==> src/rtl/pwr_mode_ctrl.sv <==
module pwr_mode_ctrl #(
  parameter int NEXT     = 8,
  parameter int NPERIPH  = 4,
  parameter int CFG_W    = 16,
  parameter int HALT_BIT = 8,
  parameter int DOZE_BIT = 9,
  parameter int RF_LSB   = 0,
  parameter int RF_W     = 2
) (
  input  logic               clk,
  input  logic               rst_n,
  input  logic               cfg_we,
  input  logic [CFG_W-1:0]   cfg_wdata,
  input  logic [NPERIPH-1:0] periph_irq,
  input  logic [NEXT-1:0]    ext_int,
  input  logic               nmi,
  input  logic               core_rst_req,
  input  logic [NEXT:0]      int_mask,
  input  logic               wb_empty,
  input  logic               bus_req,
  output logic [1:0]         mode,
  output logic               core_clk_en,
  output logic               wb_clk_en,
  output logic               bus_ack,
  output logic               wake_valid,
  output logic               wake_exc,
  output logic [1:0]         wake_cause,
  output logic [RF_W-1:0]    rf_div
);

  localparam logic [1:0] M_RUN  = 2'd0;
  localparam logic [1:0] M_HALT = 2'd1;
  localparam logic [1:0] M_DOZE = 2'd2;
  localparam logic [1:0] C_RST  = 2'd1;
  localparam logic [1:0] C_NMI  = 2'd2;
  localparam logic [1:0] C_INT  = 2'd3;

  logic       int_any, int_open, wake_ok, leave, go_halt, go_doze, past_ok;
  logic [1:0] mode_nx, cause_nx;

  assign int_any  = (|ext_int) | (|periph_irq);
  assign int_open = (|(ext_int & int_mask[NEXT-1:0])) | ((|periph_irq) & int_mask[NEXT]);
  assign wake_ok  = core_rst_req | nmi | ((mode == M_HALT) ? int_open : int_any);
  assign leave    = (mode != M_RUN) & wake_ok;
  assign go_halt  = (mode == M_RUN) & cfg_we & cfg_wdata[HALT_BIT];
  assign go_doze  = (mode == M_RUN) & cfg_we & ~cfg_wdata[HALT_BIT] & cfg_wdata[DOZE_BIT];
  assign mode_nx  = leave ? M_RUN : go_halt ? M_HALT : go_doze ? M_DOZE : mode;
  assign cause_nx = core_rst_req ? C_RST : nmi ? C_NMI : C_INT;

  always_ff @(posedge clk or negedge rst_n) begin
    if (!rst_n) begin
      mode        <= M_RUN;
      core_clk_en <= 1'b1;
      wb_clk_en   <= 1'b1;
      bus_ack     <= 1'b0;
      wake_valid  <= 1'b0;
      wake_exc    <= 1'b0;
      wake_cause  <= 2'd0;
      rf_div      <= '0;
      past_ok     <= 1'b0;
    end else begin
      mode        <= mode_nx;
      core_clk_en <= (mode_nx == M_RUN);
      wb_clk_en   <= (mode_nx == M_RUN) | ((mode_nx == M_DOZE) & ~wb_empty);
      bus_ack     <= bus_req & (mode_nx != M_HALT);
      wake_valid  <= leave;
      past_ok     <= 1'b1;
      if (leave) begin
        wake_exc   <= core_rst_req | nmi | int_open;
        wake_cause <= cause_nx;
      end
      if (cfg_we) rf_div <= cfg_wdata[RF_LSB +: RF_W];
    end
  end

  p_halt_gates_r2: assert property (@(posedge clk) disable iff (!rst_n)
    (mode == M_HALT) |-> (!core_clk_en && !wb_clk_en));

  p_halt_entry_r2: assert property (@(posedge clk) disable iff (!rst_n)
    (past_ok && $past(mode == M_RUN && cfg_we && cfg_wdata[HALT_BIT])) |-> (mode == M_HALT));

  p_doze_drain_r3: assert property (@(posedge clk) disable iff (!rst_n)
    (past_ok && mode == M_DOZE && $past(mode == M_DOZE) && $past(!wb_empty)) |-> wb_clk_en);

  p_halt_no_grant_r4: assert property (@(posedge clk) disable iff (!rst_n)
    (mode == M_HALT) |-> !bus_ack);

  p_halt_masked_r5: assert property (@(posedge clk) disable iff (!rst_n)
    (past_ok && $past(mode == M_HALT && !core_rst_req && !nmi && !int_open)) |-> (mode == M_HALT));

  p_doze_exit_r6: assert property (@(posedge clk) disable iff (!rst_n)
    (past_ok && $past(mode == M_DOZE && (int_any || nmi || core_rst_req))) |-> (mode == M_RUN && wake_valid));

  p_wake_pulse_r7: assert property (@(posedge clk) disable iff (!rst_n)
    wake_valid |=> !wake_valid);

  p_resume_from_doze_r7: assert property (@(posedge clk) disable iff (!rst_n)
    (past_ok && wake_valid && !wake_exc) |-> ($past(mode) == M_DOZE));

  p_rst_first_r8: assert property (@(posedge clk) disable iff (!rst_n)
    (past_ok && wake_valid && $past(core_rst_req)) |-> (wake_cause == C_RST));

  p_rf_load_r9: assert property (@(posedge clk) disable iff (!rst_n)
    (past_ok && $past(cfg_we)) |-> (rf_div == $past(cfg_wdata[RF_LSB +: RF_W])));

endmodule

==> config.mk <==
export PLATFORM = sky130hd
export DESIGN_NAME = pwr_mode_ctrl
export DESIGN_NICKNAME = d
export VERILOG_FILES = /design/src/rtl/pwr_mode_ctrl.sv
export SDC_FILE = /design/constraint.sdc
export NUM_CORES = 1
export LEC_CHECK = 0
export BUFFER_PORTS_ARGS = -buffer_cell sky130_fd_sc_hd__clkbuf_2
export CORE_MARGIN = 10
export CORE_UTILIZATION = 34
export CTS_CLUSTER_DIAMETER = 50
export CTS_CLUSTER_SIZE = 30
export DETAILED_ROUTE_END_ITERATION = 10
export GPL_TIMING_DRIVEN = 0
export HOLD_SLACK_MARGIN = 0.05
export PLACE_DENSITY = 0.76
export RECOVER_POWER = 25
export SYNTH_ARGS = -nofsm -noshare
export SYNTH_HDL_FRONTEND = slang
export SYNTH_SLANG_ARGS = --single-unit
==> constraint.sdc <==
create_clock -name clk -period 1.45 [get_ports clk]
set_clock_uncertainty 0.2 [all_clocks]
set_input_delay 0.0725 -clock clk [delete_from_list [all_inputs] [get_ports clk]]
set_output_delay 0.0725 -clock clk [all_outputs]
set_load 0.02 [all_outputs]
[Word-level counts from Yosys, hierarchy flattened]
Cells that the tools add are included.
Storage, ports and cells
  bits in registers: 11
  input bits: 44
  output and inout bits: 11
  logic and storage cells: 40
Cells by class
  equal/unequal tests: 3
  muxes and demuxes: 6
  bitwise operators: 17
  reduce and logical (&&, ||, !) cells: 6
Operators with widths (count)
  OR reduction 8 bit: 2
  bitwise AND 1 bit: 8
  bitwise AND 8 bit: 1
  two-way mux 2 bit: 4
  OR 1 bit: 6
  logical NOT 2 bit: 2
  OR reduction 4 bit: 1
  equality test 2 x 1 -> 1 bit (second input constant): 1
  equality test 2 bit (second input constant): 1
  two-way mux 1 bit: 2
  inequality test 2 x 1 -> 1 bit (second input constant): 1
  NOT 1 bit: 2
  nonzero test 2 bit: 1

[Longest topological paths before layout]
Gate-level depths: netlist (run 1).
  depth after elaboration: 10
  mapped depth: 5
  gate-level depth less buffers: 5

[Worst setup path after synthesis (run 1)]
No wires, ideal clock.
  path type: register to register
  start point: register mode[0]
  end point: register wake_cause[0]
  library setup time: 0.125 ns
  arrival time: 1.154 ns
  required time: 1.125 ns
  path slack: -0.030 ns
  stages on the path, launching flop included: 4
  path buffers: 0
  period minus slack after synthesis: 1.480 ns
  cells stage by stage: dfrtp_1 > o21ai_0 > nand3_4 > mux2_4
On the way
  cells in the longest elaborated chain, start to end: 4
  elaborated cells on any way between the ends: 5
  classes of those cells: 1 x eq/ne; 1 x mux; 2 x bitwise; 1 x reduce/logical
Ends and longest elaborated chain
  start, declared: line 21  | output logic [1:0] mode,
  start signal, assigned: line 62  | mode <= mode_nx;
  equality test 2 x 1 -> 1 bit: line 43  | assign wake_ok = core_rst_req | nmi | ((mode == M_HALT) ? int_open : int_any);
  two-way mux 1 bit: line 43
  OR 1 bit: line 43
  bitwise AND 1 bit (*): line 44  | assign leave = (mode != M_RUN) & wake_ok;
  net leave: line 38  | logic int_any, int_open, wake_ok, leave, go_halt, go_doze, past_ok;
  end signal, assigned: line 70  | wake_cause <= cause_nx;
  end, declared: line 27  | output logic [1:0] wake_cause,
The timed path passes the listed nets; every way through them passes the cells marked *.
A chain may end at the register's enable or synchronous reset.

[Final worst setup path (run 1)]
  start point: register mode[1]
  end point: register wake_cause[0]
Same word-level chain as after synthesis.

==> flow_summary_export.csv, run 1 <==
group,metric,value,unit
final_layout,fin_area,947,sq um
timing,finalSetupViolations,0,
worst_setup_path,type_of_the_worst_setup_path,"reg2reg",
synthesis,yosys_warnings,0,
global_route,grt.total_usage,11.3,%
worst_setup_path,r2r_cells,4,
routing,antenna_violating_nets_left,0,
synthesis,synthesis.instances,49,
timing,final_hold_viol_count,0,
worst_setup_path,timing.rr.end,"wake_cause[0]$_DFFE_PN0P_",
timing,grt_setup_unrepaired,"false",
clock_network,clk_pin_slew,0.07,ns
routing,wire_per_inst,14.9,microns
synthesis,ys_top_cells_by_count,"sky130_fd_sc_hd__dfrtp_1 (9), sky130_fd_sc_hd__nor2_1 (5), sky130_fd_sc_hd__a22oi_1 (4), sky130_fd_sc_hd__inv_1 (4), sky130_fd_sc_hd__a31oi_1 (3)",
synthesis,post_synth_adder_cell_area,0,%
placed_design,gpl.final_weighted_congestion,0.809,
routing,first_iter_violations,5,
final_layout,diodes,0,
worst_setup_path,end_kind,"flop",
routing,post-route-drc-count,0,
power,power_density,1510,mW/mm^2
global_route,grt_pass1_wl,3.24,mm
routing,route.final.wire_length,1.84,mm
die,floorplan.initialDensity,36.4,%
synthesis,synth_largest_type_area_fraction,40.2,%
final_layout,final_nets,153,
power,power.leakage,0.477,nW
die,rows,14,
timing,fin_crit_sh,95.4,%
worst_setup_path,cp_data_arrival_time,1.33,ns
synthesis,synth-async-reset-ratio,100,%
routing,routed-via-count,601,
synthesis,yosys.area_share.xor_xnor,0,%
die,floorplan.die.width,60.6,microns
global_route,globalRoute.totalOverflow,0,
run_status,run_status,"finished clean",
worst_setup_path,cp.required,1.40,ns
global_route,number_of_global_route_vias_before_repair,689,
worst_hold_path,worst_hold_path_type,"in2reg",
synthesis,syn-cell-area,561,sq um
worst_setup_path,timing_startpoint_of_the_critical_path,"mode[1]$_DFF_PN0_",
worst_setup_path,timing.critical_path.fanout_max,6,
clock_network,clkLatencyLatePin,0.27,ns
clock_network,clock_sink_count,11,
synthesis,synth.top_cells.by_area,"sky130_fd_sc_hd__dfrtp_1 (40%), sky130_fd_sc_hd__dfstp_2 (9.4%), sky130_fd_sc_hd__a22oi_1 (5.4%)",
synthesis,synthSimpleGateAreaFrac,19.2,%
worst_setup_path,setup.reg_to_reg.worst_slack,0.07,ns
clock_network,cts-buffers-inserted,3,
worst_hold_path,timing.hold.worst.start,"nmi",
job,maxCapViolations,0,
global_route,largest_net_degree_at_the_start_of_global_routing,10,
global_route,antenna_found_initial,0,
timing,worst-slew-pin-transition,0.442,ns
final_layout,syn2layout_area_growth,69.0,%
worst_setup_path,worst_setup_path_start_kind,"flop",
die,fp.dieArea,0.00367,sq mm
power,vdd_drop_max,896,uV
synthesis,synth_cell_type_count,22,
die,top_level_ports,55,
final_layout,final_layout_size_suffix_gt1_share,54.6,%
timing,max_clock_freq,723,MHz
clock_network,cts_root_buffer,"sky130_fd_sc_hd__clkbuf_4",
routing,drt_first_pass_iters,4,
routing,detail_route.vias_per_cell,4.85,
synthesis,synthesis.area_per_instance,11.4,sq um
clock_network,cts_tree,"built",
timing,fin_worst_hold_slack,0.0376,ns
timing,report.final.slew_viol_count,0,
worst_setup_path,timing.rr.start,"mode[1]$_DFF_PN0_",
die,die-height,60.6,microns
final_layout,finish.cell_count_without_fillers,124,
synthesis,synth-edff-count,0,
synthesis,yosysSeqAreaShare,49.6,%
synthesis,synth_fp_nets,93,
timing,slew_headroom,70.6,%
clock_network,clk_path_buf_depth,2,
placed_design,place_inst,107,
synthesis,ys_ff_latch,11,
synthesis,synth_top_flop_cell,"sky130_fd_sc_hd__dfrtp_1",
synthesis,library_cell_occupying_the_most_area_in_the_post_synthesis_netlist,"sky130_fd_sc_hd__dfrtp_1",
timing,period_minus_slack,1.38,ns
die,floorplan_core_area,0.00154,sq mm
placed_design,dpl_cell_area,793,sq um
placed_design,place.detailed.hpwl,1.46,mm
worst_setup_path,worstSetupEndpoint,"wake_cause[0]$_DFFE_PN0P_",
synthesis,yosys.cell_count.top_type,"sky130_fd_sc_hd__dfrtp_1",
synthesis,largest_family_of_logic_cells_by_synthesized_area,"compound AO/OA/AOI/OAI gates",
clock_network,ctsHtreeMaxLevel,1,
synthesis,post_synth_mux_area_share,8.48,%
synthesis,synth-compound-area-share,20.1,%
placed_design,buffer_ports.inserted,42,
cell families after synthesis:
kind of cell,Yosys count
and+or+nand+nor,15
muxes,4
buffers and inverters,4
DFF,11
AOI/OAI and AO/OA,15
placed cells by master (no fill, tap or decap), types with 2 or more instances in the layout:
cell                            instances
sky130_fd_sc_hd__a21o_1                 2
sky130_fd_sc_hd__a22oi_1                4
sky130_fd_sc_hd__a31oi_1                3
sky130_fd_sc_hd__buf_4                  2
sky130_fd_sc_hd__clkbuf_1               2
sky130_fd_sc_hd__clkbuf_2              41
sky130_fd_sc_hd__clkbuf_4               3
sky130_fd_sc_hd__dfrtp_1                7
sky130_fd_sc_hd__dfrtp_2                2
sky130_fd_sc_hd__dfstp_2                2
sky130_fd_sc_hd__dlygate4sd3_1         10
sky130_fd_sc_hd__inv_1                  4
sky130_fd_sc_hd__mux2_2                 2
sky130_fd_sc_hd__nand2_1                2
sky130_fd_sc_hd__nand2b_1               2
sky130_fd_sc_hd__nor2_1                 5
sky130_fd_sc_hd__nor4_1                 2
sky130_fd_sc_hd__o211ai_2               2
routing by layer:
metal	up-vias	track usage (%)	share of wire [%]
met3	4	6.26	8.5
met1	270	12.2	34
li1	307	-	-
met5	-	0	0
met2	20	19.1	57
met4	0	2.51	0.92
power breakdown:
group          switching (mW)  internal [mW]
sequential             0.0689          0.442
clock                   0.100          0.106
combinational           0.400          0.312
repair_timing:
item,CTS,global route
hold endpoints to repair,22,1
buffers inserted,0,2
resized for setup,1,2
pin swaps,0,1
endpoints found under the setup margin,1,11
hold buffers,10,1
worst min-delay path by stage:
stage / endpoint / slack [ns] / depth (start not counted)
6_report: wake_exc$_DFFE_PN0P_ / 0.04 / 4
5_1_grt: core_clk_en$_DFF_PN1_ / 0.09 / 4
4_1_cts: wake_cause[1]$_DFFE_PN0P_ / -0.15 / 2
3_5_place_dp: bus_ack$_DFF_PN0_ / -0.24 / 1
3_3_place_gp: bus_ack$_DFF_PN0_ / -0.24 / 1
2_1_floorplan: bus_ack$_DFF_PN0_ / -0.42 / 0
worst max-delay path, cell delays in order, from the launching register on:
cell                       delay, ns
sky130_fd_sc_hd__dfrtp_2        0.43
sky130_fd_sc_hd__inv_1          0.09
sky130_fd_sc_hd__o211ai_2       0.12
sky130_fd_sc_hd__nand3_4        0.14
sky130_fd_sc_hd__mux2_4         0.30
through the flow:
stage / TNS [ns] / total power, mW / util [%] / setup WS [ns]
floorplan: 0 / 0.929 / - / 0.0153
global placement: -0.460 / 1.14 / 51.5 / -0.163
detailed placement: -0.547 / 1.16 / 51.5 / -0.185
CTS: 0 / 1.40 / 59.7 / 0.0305
global route: 0 / 1.55 / 61.4 / 0.0143
finish: 0 / 1.43 / 61.4 / 0.0664
registers in the layout, summed over array words and instances (netlist names):
signal	count
mode	2
wake_exc	1
core_clk_en	1
wake_cause	2
wake_valid	1
wb_clk_en	1
bus_ack	1
rf_div	2
cell type report:
class                      instances  area [sq um]
fill                             128           594
timing repair buffer              55           334
sequential                        11           280
multi-input combinational         34           272
clock buffer                       4          26.3
tap                               16          20.0
inverter                           4          15.0
Note: power is estimated with default switching activity, not from simulation.
==> run 2: changes to the inputs <==
CAP_MARGIN = 20   (was not set)
CORE_ASPECT_RATIO = 0.8   (was not set)
==> flow_summary_export.csv, run 2 (synthesized netlist as in run 1, its figures left out) <==
group,metric,value,unit
routing,drt_first_pass_iters,4,
global_route,number_of_global_route_vias_before_repair,661,
final_layout,fin_area,936,sq um
placed_design,buffer_ports.inserted,42,
timing,fin_crit_sh,96.9,%
placed_design,dpl_cell_area,801,sq um
worst_setup_path,crit_family,"flip-flops",
timing,setup_tns,0,ns
worst_setup_path,critPathBufInv,1,
clock_network,clock_sink_count,11,
timing,final_hold_viol_count,2,
final_layout,layout.cells.most_common_list,"sky130_fd_sc_hd__clkbuf_2 (40), sky130_fd_sc_hd__dlygate4sd3_1 (9), sky130_fd_sc_hd__dfrtp_1 (7)",
clock_network,cts_root_buffer,"sky130_fd_sc_hd__clkbuf_4",
die,floorplan_core_area,0.00159,sq mm
run_status,violations_in_the_final_reports,"negative hold slack",
die,floorplan.initialDensity,35.2,%
timing,fin_worst_hold_slack,-0.0433,ns
global_route,grt_pass1_wl,2.93,mm
worst_setup_path,timing.critical_path.fanout_max,8,
worst_setup_path,end_kind,"flop",
timing,report.final.slew_viol_count,0,
routing,route.final.wire_length,1.76,mm
final_layout,largest_registers,"mode (2), rf_div (2), wake_cause (2)",
timing,worst-slew-pin-transition,0.432,ns
placed_design,place.detailed.hpwl,1.47,mm
global_route,largest_net_degree_at_the_start_of_global_routing,10,
global_route,antenna_found_initial,0,
timing,max_clock_freq,712,MHz
final_layout,syn2layout_area_growth,67.0,%
routing,post-route-drc-count,0,
routing,antenna_violating_nets_left,0,
clock_network,clkLatencyLatePin,0.27,ns
die,floorplan.die.width,65.4,microns
clock_network,ctsHoldBuffers,10,
worst_setup_path,worst_setup_path_start_kind,"flop",
die,die-height,56.3,microns
clock_network,clk_path_buf_depth,2,
job,maxCapViolations,0,
timing,finalSetupViolations,0,
power,total_power_consumption,1.39,mW
die,rows,13,
global_route,grt.total_usage,9.92,%
placed_design,gpl.final_weighted_congestion,0.719,
clock_network,clk_pin_slew,0.07,ns
final_layout,diodes,0,
clock_network,ctsHtreeMaxLevel,1,
worst_setup_path,cell_by_cell_listing_of_the_critical_path,"inv_1 -> o211ai_2 -> nand3_4 -> mux2_4",
worst_setup_path,critPathSlowestCell,"sky130_fd_sc_hd__dfrtp_2",
timing,period_minus_slack,1.41,ns
routing,first_iter_violations,9,
placed_design,place_inst,113,
die,top_level_ports,55,
worst_hold_path,worst_hold_path_type,"in2reg",
power,power_density,1480,mW/mm^2
global_route,globalRoute.totalOverflow,0,
worst_setup_path,cp_data_arrival_time,1.35,ns
timing,grt_setup_unrepaired,"false",
timing,slew_headroom,71.2,%
clock_network,cts-buffers-inserted,3,
routing,routed-via-count,588,
placed_design,post-place-ws,-0.187,ns
worst_setup_path,cp.required,1.39,ns
final_layout,final_nets,151,
final_layout,finalCoreUtilization,58.7,%
power,power.leakage,0.466,nW
final_layout,finish.cell_count_without_fillers,128,
run_status,run_status,"finished, violations left",
final_layout,layout_filler_cell_count,154,
routing,wire_per_inst,13.7,microns
die,fp.dieArea,0.00368,sq mm
timing,worst_slack,0.0448,ns
worst_setup_path,critical_path.max_stage_delay,0.44,ns
final_layout,mostFrequentLayoutCell,"sky130_fd_sc_hd__clkbuf_2",
routing,detail_route.vias_per_cell,4.59,
power,vdd_drop_max,848,uV
final_layout,final_layout_size_suffix_gt1_share,53.8,%
worst_setup_path,type_of_the_worst_setup_path,"reg2reg",
clock_network,cts_tree,"built",
## run 2: changes by cell type in the layout (fill, tap and decap cells not counted)
cell	before	now
sky130_fd_sc_hd__clkbuf_1	2	3
sky130_fd_sc_hd__buf_4	2	1
sky130_fd_sc_hd__clkbuf_2	41	40
sky130_fd_sc_hd__dlygate4sd3_1	10	9
## run 2: area by class of cell
cell class	count	area, sq um	share of cell area [%]
Sequential cell	11	280	29.9
Inverter	4	15.0	1.60
Clock buffer	4	26.3	2.81
Multi-Input combinational cell	34	272	29.0
Tap cell	22	27.5	2.94
Timing Repair Buffer	53	315	33.7
## run 2: worst reg2reg max path: cells and delay by family, from the launching register on
kind	cells	cell delay (ns)
compound gates	1	0.11
buf+inv	1	0.10
flops	1	0.44
mux	1	0.31
simple gates	1	0.13
## run 2: final timing paths
| kind | startpoint | to | slack (ns) | depth (start not counted) |
|---|---|---|---|---|
| min in group asynchronous | rst_n | core_clk_en$_DFF_PN1_ | 0.18 | 2 |
| setup / recovery | mode[1]$_DFF_PN0_ | wake_cause[0]$_DFFE_PN0P_ | 0.04 | 4 |
| max in group asynchronous | rst_n | mode[0]$_DFF_PN0_ | 0.25 | 3 |
| hold / removal | nmi | wake_cause[0]$_DFFE_PN0P_ | -0.04 | 3 |
| setup reg to reg | mode[1]$_DFF_PN0_ | wake_cause[0]$_DFFE_PN0P_ | 0.04 | 4 |
| hold reg to reg | rf_div[0]$_DFFE_PN0P_ | rf_div[0]$_DFFE_PN0P_ | 0.31 | 1 |
## run 2: power by group
part / total (mW) / switching (mW) / internal [mW]
logic: 0.671 / 0.390 / 0.281
registers: 0.515 / 0.0740 / 0.441
clock network: 0.202 / 0.0959 / 0.106
## run 2: layer usage
layer	global-route usage, %	up-vias	wire [microns]	part of all wire [%]
met1	9.95	264	635	36
met4	1.83	0	0	0
li1	-	300	-	-
met5	0	-	0	0
met2	17.1	24	938	53
met3	6.14	0	185	11
## run 2: what timing repair did
| action | in CTS | in global routing |
|---|---|---|
| gates resized for setup | 0 | 3 |
| buffers inserted | 0 | 1 |
| hold endpoints to repair | 21 | 2 |
| endpoints found under the setup margin | 0 | 4 |
==> run 3: changes to the inputs <==
CORE_ASPECT_RATIO = not set   (was 0.8)
CORE_UTILIZATION = 37   (was 34)
PLACE_DENSITY = 0.82   (was 0.76)
clock period = 1.7 ns   (was 1.45 ns; I/O delays follow)
==> flow_summary_export.csv, run 3 (synthesized netlist as in run 1, its figures left out) <==
group,metric,value,unit
final_layout,layout_filler_cell_count,114,
worst_setup_path,worst_setup_path_start_kind,"input pin",
run_status,run_status,"finished clean",
timing,finalSetupViolations,0,
routing,first_iter_violations,9,
timing,final_hold_viol_count,0,
clock_network,cts_tree,"built",
timing,report.final.slew_viol_count,0,
clock_network,clkLatencyLatePin,0.26,ns
routing,antenna_violating_nets_left,0,
worst_setup_path,timing.critical_path.fanout_max,4,
die,die-height,58.9,microns
routing,post-route-drc-count,0,
final_layout,layout.cells.most_common_list,"sky130_fd_sc_hd__clkbuf_2 (35), sky130_fd_sc_hd__dlygate4sd3_1 (12), sky130_fd_sc_hd__dfrtp_1 (8)",
routing,route.final.wire_length,1.94,mm
worst_setup_path,worst_path_most_repeated_cell,"sky130_fd_sc_hd__dlygate4sd3_1",
global_route,grt_pass1_wl,2.90,mm
clock_network,clk_path_buf_depth,2,
final_layout,finalCoreUtilization,71.2,%
routing,detail_route.vias_per_cell,5.06,
final_layout,multi_input_comb_area,274,sq um
final_layout,final_layout_size_suffix_gt1_share,48.6,%
global_route,largest_net_degree_at_the_start_of_global_routing,10,
placed_design,gpl.final_weighted_congestion,0.702,
global_route,antenna_found_initial,0,
power,power.leakage,0.481,nW
worst_setup_path,cell_by_cell_listing_of_the_critical_path,"dlygate4sd3_1 -> buf_4 -> mux2_2 -> dlygate4sd3_1",
die,top_level_ports,55,
final_layout,regArea,279,sq um
worst_hold_path,worst_hold_path_type,"in2reg",
placed_design,buffer_ports.inserted,42,
routing,drt_first_pass_iters,4,
final_layout,final_nets,156,
power,vdd_drop_max,725,uV
global_route,grt.total_usage,10.8,%
die,floorplan.die.width,58.9,microns
worst_setup_path,end_kind,"flop",
clock_network,cts_root_buffer,"sky130_fd_sc_hd__clkbuf_4",
timing,worst-slew-pin-transition,0.420,ns
clock_network,clk_pin_slew,0.06,ns
timing,period_minus_slack,1.66,ns
global_route,globalRoute.totalOverflow,0,
final_layout,mostFrequentLayoutCell,"sky130_fd_sc_hd__clkbuf_2",
clock_network,clock_sink_count,11,
final_layout,diodes,0,
worst_setup_path,critPathSlowestCell,"sky130_fd_sc_hd__dlygate4sd3_1",
worst_setup_path,cp.required,1.65,ns
power,total_power_consumption,1.21,mW
die,floorplan_core_area,0.00137,sq mm
worst_setup_path,cp_data_arrival_time,1.61,ns
timing,slew_headroom,71.9,%
die,fp.dieArea,0.00347,sq mm
placed_design,place.detailed.hpwl,1.43,mm
final_layout,syn2layout_area_growth,73.7,%
final_layout,largest_registers,"mode (2), rf_div (2), wake_cause (2)",
clock_network,cts-buffers-inserted,3,
clock_network,ctsHtreeMaxLevel,1,
timing,max_clock_freq,601,MHz
routing,routed-via-count,638,
job,maxCapViolations,0,
worst_setup_path,critical_path.max_stage_delay,0.55,ns
die,floorplan.initialDensity,41.0,%
worst_setup_path,type_of_the_worst_setup_path,"in2reg",
routing,wire_per_inst,15.4,microns
timing,fin_crit_sh,97.9,%
global_route,number_of_global_route_vias_before_repair,643,
die,rows,13,
power,power_density,1240,mW/mm^2
[run 3: cell count changes in the layout (fill, tap and decap cells not counted), sizes merged]
| cell | change |
|---|---|
| dlygate4sd3 | +3 |
| buf | +3 |
| clkdlybuf4s25 | -1 |
| dlymetal6s4s | +1 |
| clkbuf | -1 |
[run 3: final timing paths]
| kind | slack, ns | startpoint | to | depth (start not counted) |
|---|---|---|---|---|
| setup / recovery | 0.04 | cfg_we | rf_div[0]$_DFFE_PN0P_ | 4 |
| hold / removal | 0.13 | int_mask[6] | wake_valid$_DFF_PN0_ | 5 |
| setup reg to reg | 0.18 | mode[0]$_DFF_PN0_ | wake_cause[0]$_DFFE_PN0P_ | 4 |
| hold reg to reg | 0.32 | wake_cause[0]$_DFFE_PN0P_ | wake_cause[0]$_DFFE_PN0P_ | 1 |
| max in group asynchronous | 0.25 | rst_n | mode[0]$_DFF_PN0_ | 3 |
| min in group asynchronous | 0.17 | rst_n | wb_clk_en$_DFF_PN1_ | 2 |
[run 3: per-layer routing]
layer | global-route usage (%) | vias to the layer above | share of wire (%)
met2 | 21.0 | 20 | 60
met3 | 5.15 | 4 | 6.4
met1 | 9.23 | 304 | 32
li1 | - | 310 | -
met4 | 3.61 | 0 | 2.2
met5 | 0 | - | 0
[run 3: cell type report]
cell class                 instances  area share [%]
inverter                           4            1.54
multi-input combinational         34            28.1
timing repair buffer              58            37.0
sequential                        11            28.7
clock buffer                       4            2.70
tap                               15            1.93
[run 3: power by group]
group	internal [mW]	total (mW)	leakage (nW)	switching [mW]
Clock	0.0907	0.171	0.0150	0.0801
Sequential	0.375	0.435	0.126	0.0605
Combinational	0.254	0.601	0.340	0.347
[run 3: critical path, delay by kind of cell]
| kind | cells | cell delay, ns |
|---|---|---|
| buf+inv | 3 | 1.21 |
| mux | 1 | 0.32 |
[run 3: metrics by stage]
stage	hold slack, ns	setup slack [ns]	TNS (ns)	instances	instance area [sq um]
after detailed placement	-0.225	0.0677	0	106	790
after global placement	-0.233	0.0830	0	106	790
after global routing	0.170	-0.0124	-0.0226	126	973
final	0.128	0.0354	0	126	973
after floorplan	-0.411	0.220	0	49	561
after CTS	0.0606	0.0214	0	124	956
[run 3: repair_timing]
item / CTS / global route
buffers inserted: 0 / 3
endpoints found under the hold margin: 21 / 0
endpoints found under the setup margin: 0 / 6
resized for setup: 0 / 5
hold buffers: 14 / 0
